<file path="src/rtl/slow_idle_pkg.sv">
package slow_idle_pkg;

  typedef enum logic [1:0] {
    ST_RUN  = 2'd0,
    ST_STD  = 2'd1,
    ST_SLOW = 2'd2
  } idle_state_t;

  // smallest ratio is 2**SI_BASE_LOG, each code step doubles it
  localparam int SI_BASE_LOG = 4;
  localparam int SI_SEL_W    = 2;
  localparam int SI_CNT_W    = SI_BASE_LOG + (1 << SI_SEL_W) - 1;

  function automatic int unsigned ratio_log2(input logic [SI_SEL_W-1:0] sel);
    return SI_BASE_LOG + int'(sel);
  endfunction

  function automatic logic [SI_CNT_W-1:0] ratio_last(input logic [SI_SEL_W-1:0] sel);
    return SI_CNT_W'((1 << ratio_log2(sel)) - 1);
  endfunction

endpackage

</file>
<file path="src/rtl/slow_idle_divider.sv">
module slow_idle_divider
  import slow_idle_pkg::*;
#(
  parameter int CNT_W = SI_CNT_W,
  parameter int SEL_W = SI_SEL_W
) (
  input  logic             clk,
  input  logic             rst_n,
  input  logic             count_en,
  input  logic [SEL_W-1:0] sel,
  output logic             tick
);

  logic [CNT_W-1:0] cnt;
  logic [CNT_W-1:0] last;

  assign last = CNT_W'(ratio_last(SI_SEL_W'(sel)));
  assign tick = count_en && (cnt == last);

  always_ff @(posedge clk) begin
    if (!rst_n || !count_en || tick) cnt <= '0;
    else                             cnt <= cnt + 1'b1;
  end

  // the counter never runs past the selected terminal
  p_cnt_bound_r5: assert property (@(posedge clk) disable iff (!rst_n)
    count_en |-> (cnt <= last));

  // enable pulses are isolated single cycles
  p_tick_gap_r5: assert property (@(posedge clk) disable iff (!rst_n)
    tick |=> !tick);

endmodule

</file>
<file path="src/rtl/slow_idle_irq_qual.sv">
module slow_idle_irq_qual #(
  parameter int NIRQ = 4
) (
  input  logic [NIRQ-1:0] irq_req,
  input  logic [NIRQ-1:0] irq_en,
  output logic            pending
);

  logic [NIRQ-1:0] live;

  for (genvar g = 0; g < NIRQ; g++) begin : g_line
    assign live[g] = irq_req[g] & irq_en[g];
  end

  assign pending = |live;

endmodule

</file>
<file path="src/rtl/slow_idle_fsm.sv">
module slow_idle_fsm
  import slow_idle_pkg::*;
#(
  parameter int SEL_W = SI_SEL_W
) (
  input  logic             clk,
  input  logic             rst_n,
  input  logic             idle_req,
  input  logic             slow_sel,
  input  logic [SEL_W-1:0] div_sel,
  input  logic             pending,
  input  logic             tick,
  output idle_state_t      state,
  output logic [SEL_W-1:0] div_q,
  output logic             wake_pulse,
  output logic             resume_next
);

  logic wake_now;

  assign wake_now = pending &&
                    ((state == ST_STD) || (state == ST_SLOW && tick));

  always_ff @(posedge clk) begin
    if (!rst_n) begin
      state       <= ST_RUN;
      div_q       <= '0;
      wake_pulse  <= 1'b0;
      resume_next <= 1'b0;
    end else begin
      wake_pulse <= wake_now;
      unique case (state)
        ST_RUN: begin
          if (idle_req) begin
            state       <= slow_sel ? ST_SLOW : ST_STD;
            div_q       <= div_sel;
            resume_next <= 1'b0;
          end
        end
        ST_STD, ST_SLOW: begin
          if (wake_now) begin
            state       <= ST_RUN;
            resume_next <= 1'b1;
          end
        end
        default: state <= ST_RUN;
      endcase
    end
  end

  // a wake pulse never lasts two cycles
  p_wake_single_r7: assert property (@(posedge clk) disable iff (!rst_n)
    wake_pulse |=> !wake_pulse);

  // without an enabled request idle is kept
  p_masked_hold_r3: assert property (@(posedge clk) disable iff (!rst_n)
    (state != ST_RUN && !pending) |=> (state != ST_RUN && !wake_pulse));

  // standard idle answers in one cycle
  p_std_fast_wake_r4: assert property (@(posedge clk) disable iff (!rst_n)
    (state == ST_STD && pending) |=> (wake_pulse && state == ST_RUN));

  // reduced-rate idle only wakes from an enable cycle
  p_slow_gated_wake_r6: assert property (@(posedge clk) disable iff (!rst_n)
    (state == ST_SLOW && !tick) |=> !wake_pulse);

  // captured ratio holds for the whole idle stay
  p_div_stable_r10: assert property (@(posedge clk) disable iff (!rst_n)
    (state != ST_RUN) |=> (state == ST_RUN || $stable(div_q)));

  // the resume level is up whenever a wake pulse is seen
  p_resume_with_wake_r9: assert property (@(posedge clk) disable iff (!rst_n)
    wake_pulse |-> resume_next);

endmodule

</file>
<file path="src/rtl/slow_idle_gate.sv">
module slow_idle_gate
  import slow_idle_pkg::*;
#(
  parameter int NIRQ  = 4,
  parameter int SEL_W = SI_SEL_W,
  parameter int CNT_W = SI_CNT_W
) (
  input  logic             clk,
  input  logic             rst_n,
  input  logic             idle_req,
  input  logic             slow_sel,
  input  logic [SEL_W-1:0] div_sel,
  input  logic [NIRQ-1:0]  irq_req,
  input  logic [NIRQ-1:0]  irq_en,
  input  logic             steal_req,
  output logic             core_en,
  output logic             periph_en,
  output logic             idle_flag,
  output logic             wake_pulse,
  output logic             steal_grant,
  output logic             resume_next
);

  idle_state_t      state;
  logic [SEL_W-1:0] div_q;
  logic             pending;
  logic             tick;
  logic             in_slow;

  assign in_slow = (state == ST_SLOW);

  slow_idle_irq_qual #(.NIRQ(NIRQ)) u_qual (
    .irq_req (irq_req),
    .irq_en  (irq_en),
    .pending (pending)
  );

  slow_idle_divider #(.CNT_W(CNT_W), .SEL_W(SEL_W)) u_div (
    .clk      (clk),
    .rst_n    (rst_n),
    .count_en (in_slow),
    .sel      (div_q),
    .tick     (tick)
  );

  slow_idle_fsm #(.SEL_W(SEL_W)) u_fsm (
    .clk         (clk),
    .rst_n       (rst_n),
    .idle_req    (idle_req),
    .slow_sel    (slow_sel),
    .div_sel     (div_sel),
    .pending     (pending),
    .tick        (tick),
    .state       (state),
    .div_q       (div_q),
    .wake_pulse  (wake_pulse),
    .resume_next (resume_next)
  );

  always_comb begin
    unique case (state)
      ST_STD:  begin core_en = 1'b0; periph_en = 1'b1; end
      ST_SLOW: begin core_en = tick; periph_en = tick; end
      default: begin core_en = 1'b1; periph_en = 1'b1; end
    endcase
  end

  assign idle_flag = (state != ST_RUN);

  always_ff @(posedge clk) begin
    if (!rst_n) steal_grant <= 1'b0;
    else        steal_grant <= steal_req;
  end

  // a cycle steal never pulls the block out of idle
  p_steal_keeps_idle_r8: assert property (@(posedge clk) disable iff (!rst_n)
    (idle_flag && steal_req && !pending) |=> idle_flag);

  // standard idle freezes the core but keeps peripherals running
  p_std_enables_r2: assert property (@(posedge clk) disable iff (!rst_n)
    (state == ST_STD) |-> (!core_en && periph_en));

endmodule

</file>
<file path="config.mk">
export PLATFORM = sky130hd
export DESIGN_NAME = slow_idle_gate
export DESIGN_NICKNAME = d
export VERILOG_FILES = /design/src/rtl/slow_idle_pkg.sv /design/src/rtl/slow_idle_divider.sv /design/src/rtl/slow_idle_irq_qual.sv /design/src/rtl/slow_idle_fsm.sv /design/src/rtl/slow_idle_gate.sv
export SDC_FILE = /design/constraint.sdc
export NUM_CORES = 1
export LEC_CHECK = 0
export BUFFER_PORTS_ARGS = -buffer_cell sky130_fd_sc_hd__buf_2
export CAP_MARGIN = 20
export CORE_UTILIZATION = 48
export DETAILED_ROUTE_END_ITERATION = 6
export PLACE_DENSITY = 0.75
export SKIP_CTS_REPAIR_TIMING = 1
export SLEW_MARGIN = 0
export SYNTH_ARGS = -nofsm -noshare
export SYNTH_HDL_FRONTEND = slang
export SYNTH_SLANG_ARGS = --single-unit
</file>
<file path="constraint.sdc">
create_clock -name clk -period 2.2 [get_ports clk]
set_clock_uncertainty 0.2 [all_clocks]
set_input_delay 0 -clock clk [delete_from_list [all_inputs] [get_ports clk]]
set_output_delay 0 -clock clk [all_outputs]
set_load 0.02 [all_outputs]
</file>
==> results.sh, run 1 <==
export IMPL_viasPerCell=5.17
export IMPL_finalHoldViolations=0
export IMPL_fill_cells=91
export IMPL_p_int_uw=439
export IMPL_yosysWarnings=0
export IMPL_p_comb_share_pct=24.1
export IMPL_synthesis_nets=94
export IMPL_power_frac_seq_pct=44.8
export IMPL_critical_path_top_delay_family="simple AND/OR/NAND/NOR gates"
export IMPL_vias=651
export IMPL_power_density_nw_per_um2=619
export IMPL_p_sw_share_pct=27.8
export IMPL_cts_buffer_depth=2
export IMPL_firstDrtPassIters=4
export IMPL_globalplace_congestion=0.653
export IMPL_crit_buf_inv=1
export IMPL_grt_pass1_wl_um=1990
export IMPL_antenna_left=0
export IMPL_tightest_slew_ns=0.376
export IMPL_dp_hpwl_um=978
export IMPL_register_area_sq_um=283
export IMPL_cp_slowest_cell="or4_4"
export IMPL_hold_path_class="in2reg"
export IMPL_min_period_over_period_pct=95.4
export IMPL_arrival_ns=1.90
export IMPL_wirelength_um=1440
export IMPL_die_w_um=39.9
export IMPL_antenna_found_initial=0
export IMPL_ys_ff_latch=14
export IMPL_maxCapViolations=0
export IMPL_synth_edf_count=0
export IMPL_syn_to_final_growth_pct=42.5
export IMPL_multi_input_area_sq_um=405
export IMPL_yosysUniqueCellTypes=28
export IMPL_portBuffers=20
export IMPL_cts_made_buffers=3
export IMPL_yosysMostFrequentCell="dfxtp_1"
export IMPL_yosysTopAreaCell="dfxtp_1"
export IMPL_grt_max_degree=9
export IMPL_dieArea_sq_um=1590
export IMPL_synth_common_cells="dfxtp_1 (14), nor2_1 (9), nand2_1 (7), nand3_1 (6), inv_1 (5)"
export IMPL_yosysSeqAreaShare_pct=40.7
export IMPL_antenna_cells=0
export IMPL_cp_required_ns=2.00
export IMPL_syn_area_sq_um=689
export IMPL_finalCriticalPeriod_ns=2.10
export IMPL_ir_worst_vdd_mv=0.489
export IMPL_drive_gt1_share_pct=33.3
export IMPL_initial_core_util_pct=52.3
export IMPL_critical_path_class="reg2out"
export IMPL_grtUsageTotal_pct=19.5
export IMPL_fin_nets=131
export IMPL_rows=13
export IMPL_clock_latency_ns=0.29
export IMPL_ys_flop_type="dfxtp_1"
export IMPL_wl_per_cell_um=11.4
export IMPL_cts_sinks=14
export IMPL_worst_setup_path_start_kind="flop"
export IMPL_first_iter_violations=5
export IMPL_maxSlewViolCount=0
export IMPL_clk_pin_slew_ns=0.09
export IMPL_ys_top_cells_by_area="dfxtp_1 (41%), ha_1 (7.3%), nor2_1 (4.9%)"
export IMPL_die_y_um=39.9
export IMPL_end_kind="primary output"
export IMPL_syn_instance_count=75
export IMPL_cp_max_fo=4
export IMPL_pwr_share_clk_pct=31.1
export IMPL_outcome="completed"
export IMPL_boundaryPins=21
export IMPL_slowest_delay_ns=0.53
export IMPL_grt_pass1_vias=512
export IMPL_timing_fmax_mhz=476
export IMPL_drc=0
export IMPL_yosysTopAreaCellShare_pct=40.7
export IMPL_coreArea_sq_um=1320
export IMPL_fin_util_pct=74.5
export IMPL_async_flop_share_pct=0
export IMPL_cts_root_buf="clkbuf_4"
export IMPL_p_leak_nw=0.425
export IMPL_slew_headroom_pct=74.7
export IMPL_cp_cell_sequence="or4_4 > a21oi_2 > nor2_2 > nor3b_2 > o21bai_1 > buf_4"
export IMPL_setup_viol=0
export IMPL_grt_overflow_total=0
export IMPL_syn_area_per_cell_sq_um=9.19
export IMPL_dpl_cell_count=110
export IMPL_cts_htree_levels=1
export IMPL_cts_tree="built"
export IMPL_stdcell_count=126
export IMPL_p_switching_uw=169
==> power by group through the flow <==
stage                     logic [mW]  registers, mW  clock network (mW)
after floorplan               0.0765          0.281                   0
after global placement         0.115          0.277                   0
after detailed placement       0.117          0.277                   0
after CTS                      0.120          0.272               0.190
after global routing           0.161          0.274               0.197
final                          0.146          0.272               0.189
==> stage by stage <==
stage / total power, mW / TNS, ns / area (sq um) / worst slack [ns] / hold slack, ns
after floorplan: 0.357 / 0 / 689 / 0.407 / -0.0858
after global placement: 0.392 / 0 / 808 / 0.326 / 0.0108
after detailed placement: 0.394 / 0 / 808 / 0.300 / 0.0124
after CTS: 0.581 / -0.0162 / 845 / -0.0162 / -0.283
after global routing: 0.632 / -0.00557 / 982 / -0.00557 / 0.256
final: 0.608 / 0 / 982 / 0.101 / 0.176
==> per-layer routing <==
metal / part of all wire, % / global-route usage (%) / up-vias
met1: 47 / 24.0 / 298
met3: 3.2 / 5.11 / 3
met2: 49 / 30.6 / 10
li1: - / - / 340
met4: 0.97 / 10.3 / 0
met5: 0 / 0 / -
==> flip-flops by register name (all words and copies together), names as in the netlist <==
signal and cells:
u_fsm.state 2, u_fsm.wake_pulse 1, u_div.cnt 7, u_fsm.div_q 2
steal_grant 1, u_fsm.resume_next 1
==> final cells by class <==
type | count | area share, %
well taps | 15 | 1.91
flip-flops and latches | 14 | 28.8
multi-input cells | 56 | 41.3
repair buffers | 32 | 22.4
clock buffers | 4 | 3.69
inverters | 5 | 1.91
==> worst reg2reg max path, stage by stage (launching register included) <==
cell	delay [ns]
dfxtp_2	0.34
or4_4	0.53
a21oi_2	0.19
buf_4	0.13
o2111ai_2	0.14
a21o_1	0.22
o32ai_2	0.18
==> kinds of logic after synthesis <==
| group | after synthesis | share of synthesized area (%) |
|---|---|---|
| and+or+nand+nor | 29 | 20.3 |
| AOI/OAI and AO/OA | 18 | 22.7 |
| DFF | 14 | 40.7 |
| xor gates and xnor gates | 5 | 6.35 |
| buffers and inverters | 5 | 2.72 |
| adders and majority gates | 4 | 7.26 |
==> worst paths after layout <==
path                                             startpoint                          end  slack [ns]  depth (start not counted)
worst max-delay path            u_fsm.div_q[0]$_SDFFE_PN0P_                      core_en        0.10                          6
worst max register to register  u_fsm.div_q[0]$_SDFFE_PN0P_  u_fsm.state[0]$_SDFFE_PN0P_        0.20                          6
worst min-delay path                              irq_en[3]  u_fsm.state[0]$_SDFFE_PN0P_        0.18                          6
worst min register to register      u_div.cnt[0]$_SDFF_PP0_      u_div.cnt[0]$_SDFF_PP0_        0.25                          1
==> cell usage in the layout, fill, tap and decap left out, types with 2 or more instances in the layout <==
cell type       n
buf_2          19
dfxtp_1        12
dlygate4sd3_1  11
nor2_1          8
nand2_1         7
nand3_1         6
inv_1           5
ha_1            4
a21oi_1         3
xnor2_1         3
clkbuf_4        3
a21oi_2         2
and3_1          2
a22oi_1         2
xor2_1          2
buf_4           2
dfxtp_2         2
(Power assumes the default switching activity.)
==> run 2, diff against run 1 <==
==> constraint.sdc (replaced) <==
create_clock -name clk -period 2.2 [get_ports clk]
set_clock_uncertainty 0.2 [all_clocks]
set_input_delay 0.22 -clock clk [delete_from_list [all_inputs] [get_ports clk]]
set_output_delay 0.22 -clock clk [all_outputs]
set_load 0.02 [all_outputs]
==> run 2 against run 1 <==
- the run now ends with negative hold slack, negative setup slack left
- setup slack worse by 0.22 ns
- non-clock buffer count down 6
- total power down 0.49%
- largest cell class unchanged
==> results.sh, run 2 (same netlist as run 1, synthesis figures left out) <==
export IMPL_p_switching_uw=174
export IMPL_cts_tree="built"
export IMPL_cts_htree_levels=1
export IMPL_layout_commonest_cell="buf_2"
export IMPL_antenna_left=0
export IMPL_arrival_ns=1.90
export IMPL_end_kind="primary output"
export IMPL_critical_path_class="reg2out"
export IMPL_initial_core_util_pct=52.3
export IMPL_grt_pass1_wl_um=2190
export IMPL_cts_made_buffers=3
export IMPL_reg_largest_list="u_div.cnt: 7 flops, u_fsm.div_q: 2 flops, u_fsm.state: 2 flops"
export IMPL_wl_per_cell_um=12.1
export IMPL_fin_util_pct=70.8
export IMPL_dieArea_sq_um=1590
export IMPL_coreArea_sq_um=1320
export IMPL_p_sw_share_pct=28.8
export IMPL_cts_root_buf="clkbuf_4"
export IMPL_fin_nets=125
export IMPL_die_y_um=39.9
export IMPL_grt_overflow_total=0
export IMPL_fin_hold_ws_ns=-0.0163
export IMPL_tightest_slew_ns=0.333
export IMPL_failed_checks="negative hold slack, negative setup slack"
export IMPL_total_power_uw=605
export IMPL_power_frac_seq_pct=45.0
export IMPL_grt_max_degree=9
export IMPL_regMostFlops="u_div.cnt"
export IMPL_dp_hpwl_um=1000
export IMPL_grt_pass1_vias=557
export IMPL_cts_buffer_depth=2
export IMPL_pwr_share_clk_pct=32.2
export IMPL_clk_pin_slew_ns=0.09
export IMPL_fin_setup_tns_ns=-0.123
export IMPL_p_int_uw=431
export IMPL_boundaryPins=21
export IMPL_min_period_over_period_pct=105
export IMPL_cp_cell_sequence="or4_4 > a21oi_4 > nor2_2 > nor3b_2 > o21bai_1 > buf_4"
export IMPL_vias=635
export IMPL_portBuffers=20
export IMPL_cts_sinks=14
export IMPL_clock_latency_ns=0.29
export IMPL_drc=0
export IMPL_syn_to_final_growth_pct=35.4
export IMPL_p_leak_nw=0.408
export IMPL_cp_required_ns=1.78
export IMPL_die_w_um=39.9
export IMPL_finalCriticalPeriod_ns=2.32
export IMPL_p_comb_share_pct=22.8
export IMPL_worst_setup_path_start_kind="flop"
export IMPL_timing_fmax_mhz=431
export IMPL_wirelength_um=1450
export IMPL_drive_gt1_share_pct=38.1
export IMPL_maxCapViolations=0
export IMPL_first_iter_violations=8
export IMPL_power_density_nw_per_um2=648
export IMPL_ir_worst_vdd_mv=0.568
export IMPL_fill_cells=96
export IMPL_largest_reg_flops=7
export IMPL_outcome="finished with violations"
export IMPL_finalHoldViolations=1
export IMPL_slew_headroom_pct=77.8
export IMPL_cp_slowest_cell="or4_4"
export IMPL_grtUsageTotal_pct=20.6
export IMPL_fin_ws_ns=-0.118
export IMPL_cp_max_fo=5
export IMPL_dp_slack_ns=0.0817
export IMPL_antenna_found_initial=0
export IMPL_rows=13
export IMPL_register_area_sq_um=284
export IMPL_setup_viol=2
export IMPL_hold_path_class="in2reg"
export IMPL_viasPerCell=5.29
export IMPL_multi_input_area_sq_um=420
export IMPL_firstDrtPassIters=4
export IMPL_globalplace_congestion=0.651
export IMPL_maxSlewViolCount=0
export IMPL_slowest_delay_ns=0.53
export IMPL_antenna_cells=0
export IMPL_rsz0062_at_grt="true"
export IMPL_final_cell_mix="buf_2 (19), dfxtp_1 (11), nor2_1 (8)"
==> run 2: cell count changes in the layout (fill, tap and decap cells not counted) <==
cell           previous run  this run
dlygate4sd3_1            11         3
a21oi_2                   2         0
a21oi_4                   0         2
buf_4                     2         4
dfxtp_1                  12        11
dfxtp_2                   2         3
==> run 2: worst max-delay path, delay by kind of cell (launching register included) <==
kind            cells  cell delay (ns)
simple gates        3             0.79
compound gates      2             0.32
buf+inv             1             0.16
flops               1             0.35
==> run 2: layer usage <==
layer / part of all wire [%] / vias up / track usage, %
met3: 3.0 / 4 / 5.11
met4: 2.3 / 0 / 12.1
met1: 47 / 287 / 24.1
met2: 48 / 12 / 33.5
li1: - / 332 / -
met5: 0 / - / 0
==> run 2: layout make-up <==
cell class	count	area share (%)
multi-input cells	56	45.0
inverters	5	2.01
clock buffers	4	3.89
flip-flops and latches	14	30.4
well taps	15	2.01
repair buffers	26	16.6
==> run 2: final timing paths <==
| check | start | endpoint | slack (ns) | cells past startpoint |
|---|---|---|---|---|
| hold reg to reg | u_div.cnt[0]$_SDFF_PP0_ | u_div.cnt[0]$_SDFF_PP0_ | 0.24 | 1 |
| hold / removal | div_sel[1] | u_fsm.div_q[1]$_SDFFE_PN0P_ | -0.02 | 3 |
| setup reg to reg | u_fsm.div_q[1]$_SDFFE_PN0P_ | u_fsm.state[0]$_SDFFE_PN0P_ | 0.19 | 6 |
| setup / recovery | u_fsm.div_q[1]$_SDFFE_PN0P_ | core_en | -0.12 | 6 |
==> run 2: power groups by stage <==
| stage | Combinational (mW) | Sequential [mW] | Clock (mW) |
|---|---|---|---|
| 5_1_grt | 0.150 | 0.273 | 0.197 |
| 3_5_place_dp | 0.117 | 0.277 | 0 |
| 6_report | 0.138 | 0.272 | 0.195 |
| 2_1_floorplan | 0.0765 | 0.281 | 0 |
| 4_1_cts | 0.118 | 0.272 | 0.191 |
| 3_3_place_gp | 0.116 | 0.277 | 0 |
==> run 2: per-stage QoR <==
step,std cells,instance area (sq um)
2_1_floorplan,75,689
3_3_place_gp,111,816
3_5_place_dp,111,816
4_1_cts,115,852
5_1_grt,120,933
6_report,120,933
==> run 3, diff against run 2 <==
==> constraint.sdc (replaced) <==
create_clock -name clk -period 2.2 [get_ports clk]
set_clock_uncertainty 0.2 [all_clocks]
set_input_delay 0.44 -clock clk [delete_from_list [all_inputs] [get_ports clk]]
set_output_delay 0.44 -clock clk [all_outputs]
set_load 0.02 [all_outputs]
==> run 3 against run 2 <==
- the run ends with negative setup slack left
- critical path depth stayed put
- sequential power hardly changed
- via count increased by 3.6%
- combinational power increased by 3%
- design area is 3.6% higher
- flip-flop and latch count unchanged
- die area is the same
- clock-buffer cell count is the same
- critical path type unchanged
- largest power group unchanged
==> results.sh, run 3 (same netlist as run 1, synthesis figures left out) <==
export IMPL_fin_ws_ns=-0.295
export IMPL_cp_startpoint="u_fsm.div_q[0]$_SDFFE_PN0P_"
export IMPL_cp_slowest_cell="or4_4"
export IMPL_rr_startpoint="u_fsm.div_q[0]$_SDFFE_PN0P_"
export IMPL_min_period_over_period_pct=113
export IMPL_die_y_um=39.9
export IMPL_antenna_left=0
export IMPL_grt_pass1_vias=591
export IMPL_cts_root_buf="clkbuf_4"
export IMPL_initial_core_util_pct=52.3
export IMPL_power_frac_seq_pct=45.4
export IMPL_worst_setup_path_start_kind="flop"
export IMPL_antenna_cells=0
export IMPL_rrSetupSlack_ns=0.23
export IMPL_vias=658
export IMPL_boundaryPins=21
export IMPL_p_comb_share_pct=23.8
export IMPL_final_cell_mix="buf_2 (18), buf_4 (13), dfxtp_1 (13)"
export IMPL_hold_start="steal_req"
export IMPL_p_sw_share_pct=27.3
export IMPL_drc=0
export IMPL_hold_path_class="in2reg"
export IMPL_pwr_share_clk_pct=30.8
export IMPL_maxSlewViolCount=0
export IMPL_finalHoldViolations=0
export IMPL_layout_commonest_cell="buf_2"
export IMPL_die_w_um=39.9
export IMPL_cts_buffer_depth=2
export IMPL_slew_headroom_pct=77.1
export IMPL_grtUsageTotal_pct=20.4
export IMPL_viasPerCell=5.26
export IMPL_cts_tree="built"
export IMPL_cts_made_buffers=3
export IMPL_ir_worst_vdd_mv=0.668
export IMPL_outcome="finished with violations"
export IMPL_clk_pin_slew_ns=0.08
export IMPL_dieArea_sq_um=1590
export IMPL_wl_per_cell_um=11.7
export IMPL_finalCriticalPeriod_ns=2.49
export IMPL_failed_checks="negative setup slack"
export IMPL_grt_overflow_total=0
export IMPL_reg_largest_list="u_div.cnt: 7 flops, u_fsm.div_q: 2 flops, u_fsm.state: 2 flops"
export IMPL_slowest_delay_ns=0.54
export IMPL_cts_sinks=14
export IMPL_timing_fmax_mhz=401
export IMPL_grt_max_degree=9
export IMPL_rows=13
export IMPL_tightest_slew_ns=0.342
export IMPL_portBuffers=20
export IMPL_critical_path_class="reg2out"
export IMPL_p_switching_uw=163
export IMPL_grt_pass1_wl_um=2150
export IMPL_globalplace_congestion=0.685
export IMPL_wirelength_um=1460
export IMPL_largest_reg_flops=7
export IMPL_first_iter_violations=1
export IMPL_dp_hpwl_um=1130
export IMPL_final_cell_area_sq_um=967
export IMPL_setup_viol=2
export IMPL_arrival_ns=1.85
export IMPL_cts_htree_levels=1
export IMPL_p_leak_nw=0.440
export IMPL_cp_required_ns=1.56
export IMPL_rsz0062_at_grt="true"
export IMPL_p_int_uw=434
export IMPL_fin_hold_ws_ns=0.167
export IMPL_regMostFlops="u_div.cnt"
export IMPL_maxCapViolations=0
export IMPL_coreArea_sq_um=1320
export IMPL_power_density_nw_per_um2=617
export IMPL_firstDrtPassIters=4
export IMPL_cp_cell_sequence="or4_4 > a21oi_4 > nor2_2 > nor3b_2 > o21bai_1 > buf_4"
export IMPL_fin_nets=130
export IMPL_clock_latency_ns=0.28
export IMPL_syn_to_final_growth_pct=40.3
export IMPL_dpl_instance_area_sq_um=883
export IMPL_cp_max_fo=2
export IMPL_antenna_found_initial=0
export IMPL_drive_gt1_share_pct=41.8
export IMPL_end_kind="primary output"
## run 3: changes by cell type in the layout (fill, tap and decap cells not counted), sizes merged
cell,previous run,this run
dlygate4sd3,3,0
buf,23,31
## run 3: worst paths after layout
kind | endpoint | depth (start not counted)
hold / removal | steal_grant$_SDFF_PN0_ | 2
setup / recovery | core_en | 6
setup reg to reg | u_fsm.state[0]$_SDFFE_PN0P_ | 6
hold reg to reg | u_div.cnt[0]$_SDFF_PP0_ | 1
## run 3: layout make-up
class,instances,area [sq um]
clock buffers,4,36.3
fillers,107,350
inverters,5,18.8
multi-input cells,56,424
flip-flops and latches,14,282
well taps,15,18.8
repair buffers,31,188
## run 3: power groups by stage
| stage | Combinational, mW | Clock (mW) | Sequential (mW) |
|---|---|---|---|
| final | 0.142 | 0.184 | 0.271 |
| after global routing | 0.155 | 0.200 | 0.273 |
| after CTS | 0.132 | 0.187 | 0.270 |
| after detailed placement | 0.131 | 0 | 0.276 |
| after global placement | 0.129 | 0 | 0.276 |
| after floorplan | 0.0768 | 0 | 0.281 |
## run 3: routing by layer
layer | GRT usage, % | part of all wire, % | up-vias
met5 | 0 | 0 | -
met1 | 20.3 | 43 | 303
li1 | - | - | 339
met4 | 10.3 | 1.2 | 0
met2 | 40.3 | 52 | 12
met3 | 1.70 | 3.7 | 4
## run 3: worst max-delay path, delay by kind of cell, from the launching register on
| kind | cells | cell delay, ns |
|---|---|---|
| buf+inv | 1 | 0.15 |
| compound gates | 2 | 0.30 |
| simple gates | 3 | 0.79 |
| flops | 1 | 0.32 |
## run 3: through the flow
step	TNS (ns)	setup slack (ns)	cells	total power, mW	util [%]
floorplan	0	0.00214	75	0.357	-
global placement	-0.0424	-0.0424	120	0.406	67.0
detailed placement	-0.115	-0.115	120	0.408	67.0
CTS	-0.754	-0.453	124	0.589	69.8
global route	-0.677	-0.382	125	0.628	73.4
finish	-0.532	-0.295	125	0.597	73.4
